**src/rtl/dbg_halt_pkg.sv**
```systemverilog
package dbg_halt_pkg;
    typedef enum logic [2:0] {
        ST_RST_WAIT,
        ST_RUN,
        ST_HALT_RST,
        ST_HALT_RUN,
        ST_HALT_STOP
    } dbg_state_e;

    localparam int          NSRC     = 3;
    localparam int          SRC_HW   = 0;
    localparam int          SRC_CMD  = 1;
    localparam int          SRC_PIN  = 2;
    localparam int          FIELD_W  = 4;
    localparam logic [3:0]  PST_HALT = 4'hF;
    localparam logic [3:0]  PST_RUN  = 4'h0;
endpackage

```
**src/rtl/dbg_rst_window.sv**
```systemverilog
module dbg_rst_window #(
    parameter int WAIT_CYC = 16,
    parameter int WIN_CYC  = 8
) (
    input  logic clk,
    input  logic rst_n,
    input  logic active,
    output logic in_win,
    output logic done
);
    localparam int CW = $clog2(WAIT_CYC + 1);

    logic [CW-1:0] cnt_q;

    always_ff @(posedge clk or negedge rst_n) begin
        if (!rst_n)
            cnt_q <= '0;
        else if (active && cnt_q != CW'(WAIT_CYC))
            cnt_q <= cnt_q + 1'b1;
    end

    always_comb begin
        in_win = active && (cnt_q < CW'(WIN_CYC));
        done   = active && (cnt_q == CW'(WAIT_CYC - 1));
    end
endmodule

```
**src/rtl/dbg_req_pend.sv**
```systemverilog
module dbg_req_pend #(
    parameter int NSRC = 3
) (
    input  logic            clk,
    input  logic            rst_n,
    input  logic [NSRC-1:0] req,
    input  logic            capture,
    input  logic            clear,
    output logic [NSRC-1:0] top_oh,
    output logic            any
);
    logic [NSRC-1:0] pend_q;
    logic [NSRC-1:0] pend_d;
    logic [NSRC-1:0] pend_now;

    for (genvar i = 0; i < NSRC; i++) begin : g_src
        assign pend_now[i] = pend_q[i] | (capture & req[i]);
        assign pend_d[i]   = clear ? 1'b0 : pend_now[i];
    end

    always_ff @(posedge clk or negedge rst_n) begin
        if (!rst_n)
            pend_q <= '0;
        else
            pend_q <= pend_d;
    end

    always_comb begin
        logic seen;
        seen   = 1'b0;
        top_oh = '0;
        for (int i = NSRC - 1; i >= 0; i--) begin
            top_oh[i] = pend_now[i] & ~seen;
            seen      = seen | pend_now[i];
        end
        any = |pend_now;
    end
endmodule

```
**src/rtl/dbg_halt_src.sv**
```systemverilog
module dbg_halt_src #(
    parameter bit CLR_ON_READ = 1'b1
) (
    input  logic       clk,
    input  logic       rst_n,
    input  logic       set_en,
    input  logic [3:0] set_val,
    input  logic       go_clr,
    input  logic       rd_clr,
    output logic [3:0] field
);
    logic [3:0] field_q;
    logic [3:0] field_d;
    logic       rd_eff;

    if (CLR_ON_READ) begin : g_rdclr
        assign rd_eff = rd_clr;
    end else begin : g_rdkeep
        assign rd_eff = 1'b0;
    end

    always_comb begin
        field_d = field_q;
        if (go_clr)
            field_d[2:0] = 3'b000;
        if (rd_eff)
            field_d = 4'b0000;
        if (set_en)
            field_d = set_val;
    end

    always_ff @(posedge clk or negedge rst_n) begin
        if (!rst_n)
            field_q <= '0;
        else
            field_q <= field_d;
    end

    assign field = field_q;
endmodule

```
**src/rtl/dbg_halt_ctl.sv**
```systemverilog
module dbg_halt_ctl
    import dbg_halt_pkg::*;
#(
    parameter int WAIT_CYC    = 16,
    parameter int WIN_CYC     = 8,
    parameter bit CLR_ON_READ = 1'b1
) (
    input  logic       clk,
    input  logic       rst_n,
    input  logic       bkpt_pin,
    input  logic       halt_cmd,
    input  logic       hw_bkpt,
    input  logic       insn_sample,
    input  logic       stop_mode,
    input  logic       go_cmd,
    input  logic       pc_written,
    input  logic       emu_set_req,
    input  logic       csr_rd,
    output logic       halted,
    output logic [3:0] pst,
    output logic       rst_exc_start,
    output logic       resume_pc,
    output logic       resume_reset,
    output logic       resume_next,
    output logic       emu_mode,
    output logic [3:0] halt_src
);
    dbg_state_e      state_q, state_d;
    logic            in_win, wait_done;
    logic            pend_any;
    logic [NSRC-1:0] pend_oh;
    logic [NSRC-1:0] req_vec;
    logic            capture;
    logic            enter_halt;
    logic [3:0]      src_val;
    logic            go_acc;
    logic            rpc_d, rrst_d, rnext_d;
    logic            rpc_q, rrst_q, rnext_q;
    logic            emu_q;

    assign req_vec[SRC_PIN] = bkpt_pin;
    assign req_vec[SRC_CMD] = halt_cmd;
    assign req_vec[SRC_HW]  = hw_bkpt;
    assign capture = (state_q == ST_RST_WAIT) || (state_q == ST_RUN);

    dbg_rst_window #(.WAIT_CYC(WAIT_CYC), .WIN_CYC(WIN_CYC)) u_win (
        .clk    (clk),
        .rst_n  (rst_n),
        .active (state_q == ST_RST_WAIT),
        .in_win (in_win),
        .done   (wait_done)
    );

    dbg_req_pend #(.NSRC(NSRC)) u_pend (
        .clk     (clk),
        .rst_n   (rst_n),
        .req     (req_vec),
        .capture (capture),
        .clear   (enter_halt),
        .top_oh  (pend_oh),
        .any     (pend_any)
    );

    dbg_halt_src #(.CLR_ON_READ(CLR_ON_READ)) u_src (
        .clk     (clk),
        .rst_n   (rst_n),
        .set_en  (enter_halt),
        .set_val (src_val),
        .go_clr  (go_acc),
        .rd_clr  (csr_rd),
        .field   (halt_src)
    );

    // next-state and transition decisions
    always_comb begin
        state_d    = state_q;
        enter_halt = 1'b0;
        src_val    = 4'b0000;
        go_acc     = 1'b0;
        rpc_d      = 1'b0;
        rrst_d     = 1'b0;
        rnext_d    = 1'b0;
        unique case (state_q)
            ST_RST_WAIT: begin
                if (bkpt_pin && in_win) begin
                    state_d    = ST_HALT_RST;
                    enter_halt = 1'b1;
                    src_val    = 4'b1100;
                end else if (wait_done) begin
                    state_d = ST_RUN;
                end
            end
            ST_RUN: begin
                if (pend_any && (stop_mode || insn_sample)) begin
                    state_d    = stop_mode ? ST_HALT_STOP : ST_HALT_RUN;
                    enter_halt = 1'b1;
                    src_val    = {1'b0, pend_oh};
                end
            end
            ST_HALT_RST: begin
                if (go_cmd) begin
                    state_d = ST_RUN;
                    go_acc  = 1'b1;
                    rpc_d   = pc_written;
                    rrst_d  = !pc_written;
                end
            end
            ST_HALT_RUN, ST_HALT_STOP: begin
                if (go_cmd) begin
                    state_d = ST_RUN;
                    go_acc  = 1'b1;
                    rpc_d   = pc_written;
                    rnext_d = !pc_written;
                end
            end
            default: state_d = ST_RST_WAIT;
        endcase
    end

    // state register and registered pulses
    always_ff @(posedge clk or negedge rst_n) begin
        if (!rst_n) begin
            state_q <= ST_RST_WAIT;
            rpc_q   <= 1'b0;
            rrst_q  <= 1'b0;
            rnext_q <= 1'b0;
            emu_q   <= 1'b0;
        end else begin
            state_q <= state_d;
            rpc_q   <= rpc_d;
            rrst_q  <= rrst_d;
            rnext_q <= rnext_d;
            if (state_q == ST_HALT_RST && emu_set_req)
                emu_q <= 1'b1;
        end
    end

    // outputs
    always_comb begin
        halted        = (state_q == ST_HALT_RST) || (state_q == ST_HALT_RUN) ||
                        (state_q == ST_HALT_STOP);
        pst           = halted ? PST_HALT : PST_RUN;
        rst_exc_start = (state_q == ST_RST_WAIT) && wait_done && !(bkpt_pin && in_win);
        resume_pc     = rpc_q;
        resume_reset  = rrst_q;
        resume_next   = rnext_q;
        emu_mode      = emu_q;
    end
endmodule

```
**config.mk**
```make
export PLATFORM = sky130hd
export DESIGN_NAME = dbg_halt_ctl
export DESIGN_NICKNAME = d
export VERILOG_FILES = /design/src/rtl/dbg_halt_pkg.sv /design/src/rtl/dbg_rst_window.sv /design/src/rtl/dbg_req_pend.sv /design/src/rtl/dbg_halt_src.sv /design/src/rtl/dbg_halt_ctl.sv
export SDC_FILE = /design/constraint.sdc
export NUM_CORES = 1
export LEC_CHECK = 0
export BUFFER_PORTS_ARGS = -buffer_cell sky130_fd_sc_hd__buf_2
export CELL_PAD_IN_SITES_DETAIL_PLACEMENT = 0
export CELL_PAD_IN_SITES_GLOBAL_PLACEMENT = 1
export CORE_AREA = 2 2 55 57
export DETAILED_ROUTE_END_ITERATION = 7
export DIE_AREA = 0 0 57 59
export PLACE_DENSITY_LB_ADDON = 0.1
export SLEW_MARGIN = 25
export SYNTH_ARGS = -nofsm -noshare
export SYNTH_HDL_FRONTEND = slang
export SYNTH_HIERARCHICAL = 1
export SYNTH_SLANG_ARGS = --single-unit
```
**constraint.sdc**
```tcl
create_clock -name clk -period 5 [get_ports clk]
set_clock_uncertainty 0.1 [all_clocks]
set_input_delay 1 -clock clk [delete_from_list [all_inputs] [get_ports clk]]
set_output_delay 1 -clock clk [all_outputs]
set_load 0.05 [all_outputs]
```
==> reports/qor.yml <==
die:
  dieArea_um2: 3360
  coreArea_um2: 2710
  initial_core_util_pct: 38.8
  ioPinCount: 25
  fp.dieW_um: 57
  die_y_um: 59
  fp-row-count: 19
power_and_ir_drop:
  power_frac_clock_pct: 9.6
  ir_drop_mv: 0.407
  seq_power_share_pct: 34.2
  power.density_nw_per_um2: 665
  p_sw_share_pct: 49.3
  power_uw: 794
  p_leak_uw: 0.000621
  p_sw_uw: 391
  p_comb_share_pct: 56.2
  p_int_uw: 403
timing:
  rsz0062_at_grt: "false"
  worstMarginPinSlew_ps: 522
  finalCritPeriodShare_pct: 64.7
  hold_viol: 0
  finalSetupViolCount: 0
  setup_tns_ps: 0
  timing.fmax_ghz: 0.309
  slew_headroom_pct: 65.0
  maxSlewViolCount: 0
  timing.final.crit_period_ps: 3240
finish:
  finish.utilization_pct: 44.1
  nets: 144
  fin_area_um2: 1190
  fill_cells: 281
  drive_gt1_share_pct: 30.2
  insertedDiodeCount: 0
  syn_to_final_growth_pct: 13.6
worst_setup_path:
  worstRegToRegCells: 6
  critPathLaunch: "state_q[0]$_DFFE_PN0P_"
  r2r_end: "u_src/field[1]$_DFFE_PN0P_"
  cp-end-kind: "primary output"
  crit_required_ps: 3900
  startpoint_type: "flop"
  crit_type: "reg2out"
  timing.rr.start: "state_q[0]$_DFFE_PN0P_"
  r2r_slack_ps: 2710
  arrival_ps: 2140
  crit_fanout: 12
cts:
  cts_tree: "done"
  post_cts_resized: 0
  path_clk_slew_ps: 100
  cts-buffers-inserted: 3
  cts_hold_buf: 0
  insertion_delay_ps: 290
  cts.sink_count: 19
  cts_htree_levels: 1
  post_cts_buffers: 0
  ctsLongestPathBuffers: 2
  clock-root-buffer: "clkbuf_4"
logic_synthesis:
  yosysMostFrequentCell: "dfrtp_1"
  synthCells: 107
  syn_avg_cell_area_um2: 9.83
  ys_async_sr_fraction_pct: 100
  syn_area_um2: 1050
  synth_top_area_share_pct: 45.2
  synthFlopType: "dfrtp_1"
  yosysWarnings: 6
  synth_nets: 121
  ys_ff_latch: 19
  yosysUniqueCellTypes: 36
  synth_edf_count: 0
  ys_seq_area_share_pct: 45.2
  synth_common_cells: "19 x dfrtp_1, 14 x nor2_1, 7 x nand2_1"
  synth_area_leader_cell: "dfrtp_1"
  synthTopCellsByArea: "dfrtp_1 45%, nor2_1 5.0%, buf_4 3.6%, ha_1 3.6%, nor2b_1 3.6%"
worst_hold_path:
  hold_path.startpoint: "emu_mode$_DFFE_PN0P_"
  hold_end: "emu_mode$_DFFE_PN0P_"
  hold_depth: 1
  worst_hold_path_type: "reg2reg"
grt:
  antenna_found_initial: 0
  first_global_vias: 802
  grt-ovfl-total: 0
  grt_pass1_wl_um: 3550
  grt_usage_pct: 13.7
  grt_max_degree: 20
drt:
  initialDrtViolationCount: 24
  via_count: 820
  wl_per_cell_um: 12.9
  drc: 0
  drt_first_pass_iters: 4
  ant_nets: 0
  post_drt_via_cell_ratio: 5.13
  routed_wl_um: 2070
placed_design:
  dp_hpwl_um: 1540
  gp_congestion: 0.702
  placed_area_um2: 1170
  port_buffers: 24
outcome:
  outcome: "complete, no violations"
flow_run:
  maxCapViolCount: 0
==> kinds of logic after synthesis <==
logic type / share of synthesized area [%]
fa+ha+maj: 3.57
simple gates: 25.0
xor+xnor: 1.66
compound gates: 15.9
mux: 2.85
flops: 45.2
buf+inv: 5.83
==> per-layer routing <==
layer	vias to the layer above	GRT usage, %	part of all wire [%]
li1	409	-	-
met1	391	17.9	48
met2	18	22.3	46
met3	2	2.62	4.9
met4	0	5.98	0.87
met5	-	0	0
==> power by group through the flow <==
stage                     combinational (uW)  clock [uW]  sequential, uW
final                                    446        76.0             272
after global routing                     495        88.1             282
after CTS                                455        82.5             271
after detailed placement                 452           0             274
after global placement                   450           0             271
after floorplan                          372           0             290
==> layout make-up <==
| type | instances | area [um^2] | area share (%) |
|---|---|---|---|
| inverter | 5 | 18.8 | 1.57 |
| sequential | 19 | 475 | 39.8 |
| clock buffer | 4 | 26.3 | 2.20 |
| tap | 31 | 38.8 | 3.25 |
| timing repair buffer | 24 | 120 | 10.1 |
| multi-input combinational | 77 | 515 | 43.1 |
==> registers in the layout, indices dropped and copies added (netlist names) <==
name,cells
resume_next,1
emu_mode,1
state_q,3
resume_pc,1
u_src/field,4
u_win/cnt_q,5
resume_reset,1
u_pend/pend_q,3
==> worst max-delay path by stage <==
| stage | end | depth (start not counted) |
|---|---|---|
| after floorplan | rst_exc_start | 2 |
| after global placement | rst_exc_start | 5 |
| after detailed placement | rst_exc_start | 5 |
| after CTS | rst_exc_start | 5 |
| after global routing | rst_exc_start | 5 |
| final | rst_exc_start | 5 |
==> placed cells by master, fill, tap and decap left out, types with 4 or more instances in the layout <==
cell type  Yosys  final
a22o_1         4      4
and2_1         4      4
buf_2          1     24
dfrtp_1       19     19
inv_1          5      5
nand2_1        7      7
nor2_1        14     14
nor2b_1        6      6
o21ai_0        4      4
==> critical path: stages, from the launching register on <==
cell     delay (ps)
dfrtp_1         520
nor3_2          500
nor3b_1         280
nand2_1         140
and3_1          200
buf_2           200
==> through the flow <==
stage | cells | hold WS (ps) | worst slack, ps
4_1_cts | 160 | 366 | 1760
2_1_floorplan | 107 | 362 | 2350
3_5_place_dp | 156 | 340 | 2110
3_3_place_gp | 156 | 334 | 2130
6_report | 160 | 358 | 1760
5_1_grt | 160 | 401 | 1590
(Power assumes the default switching activity.)
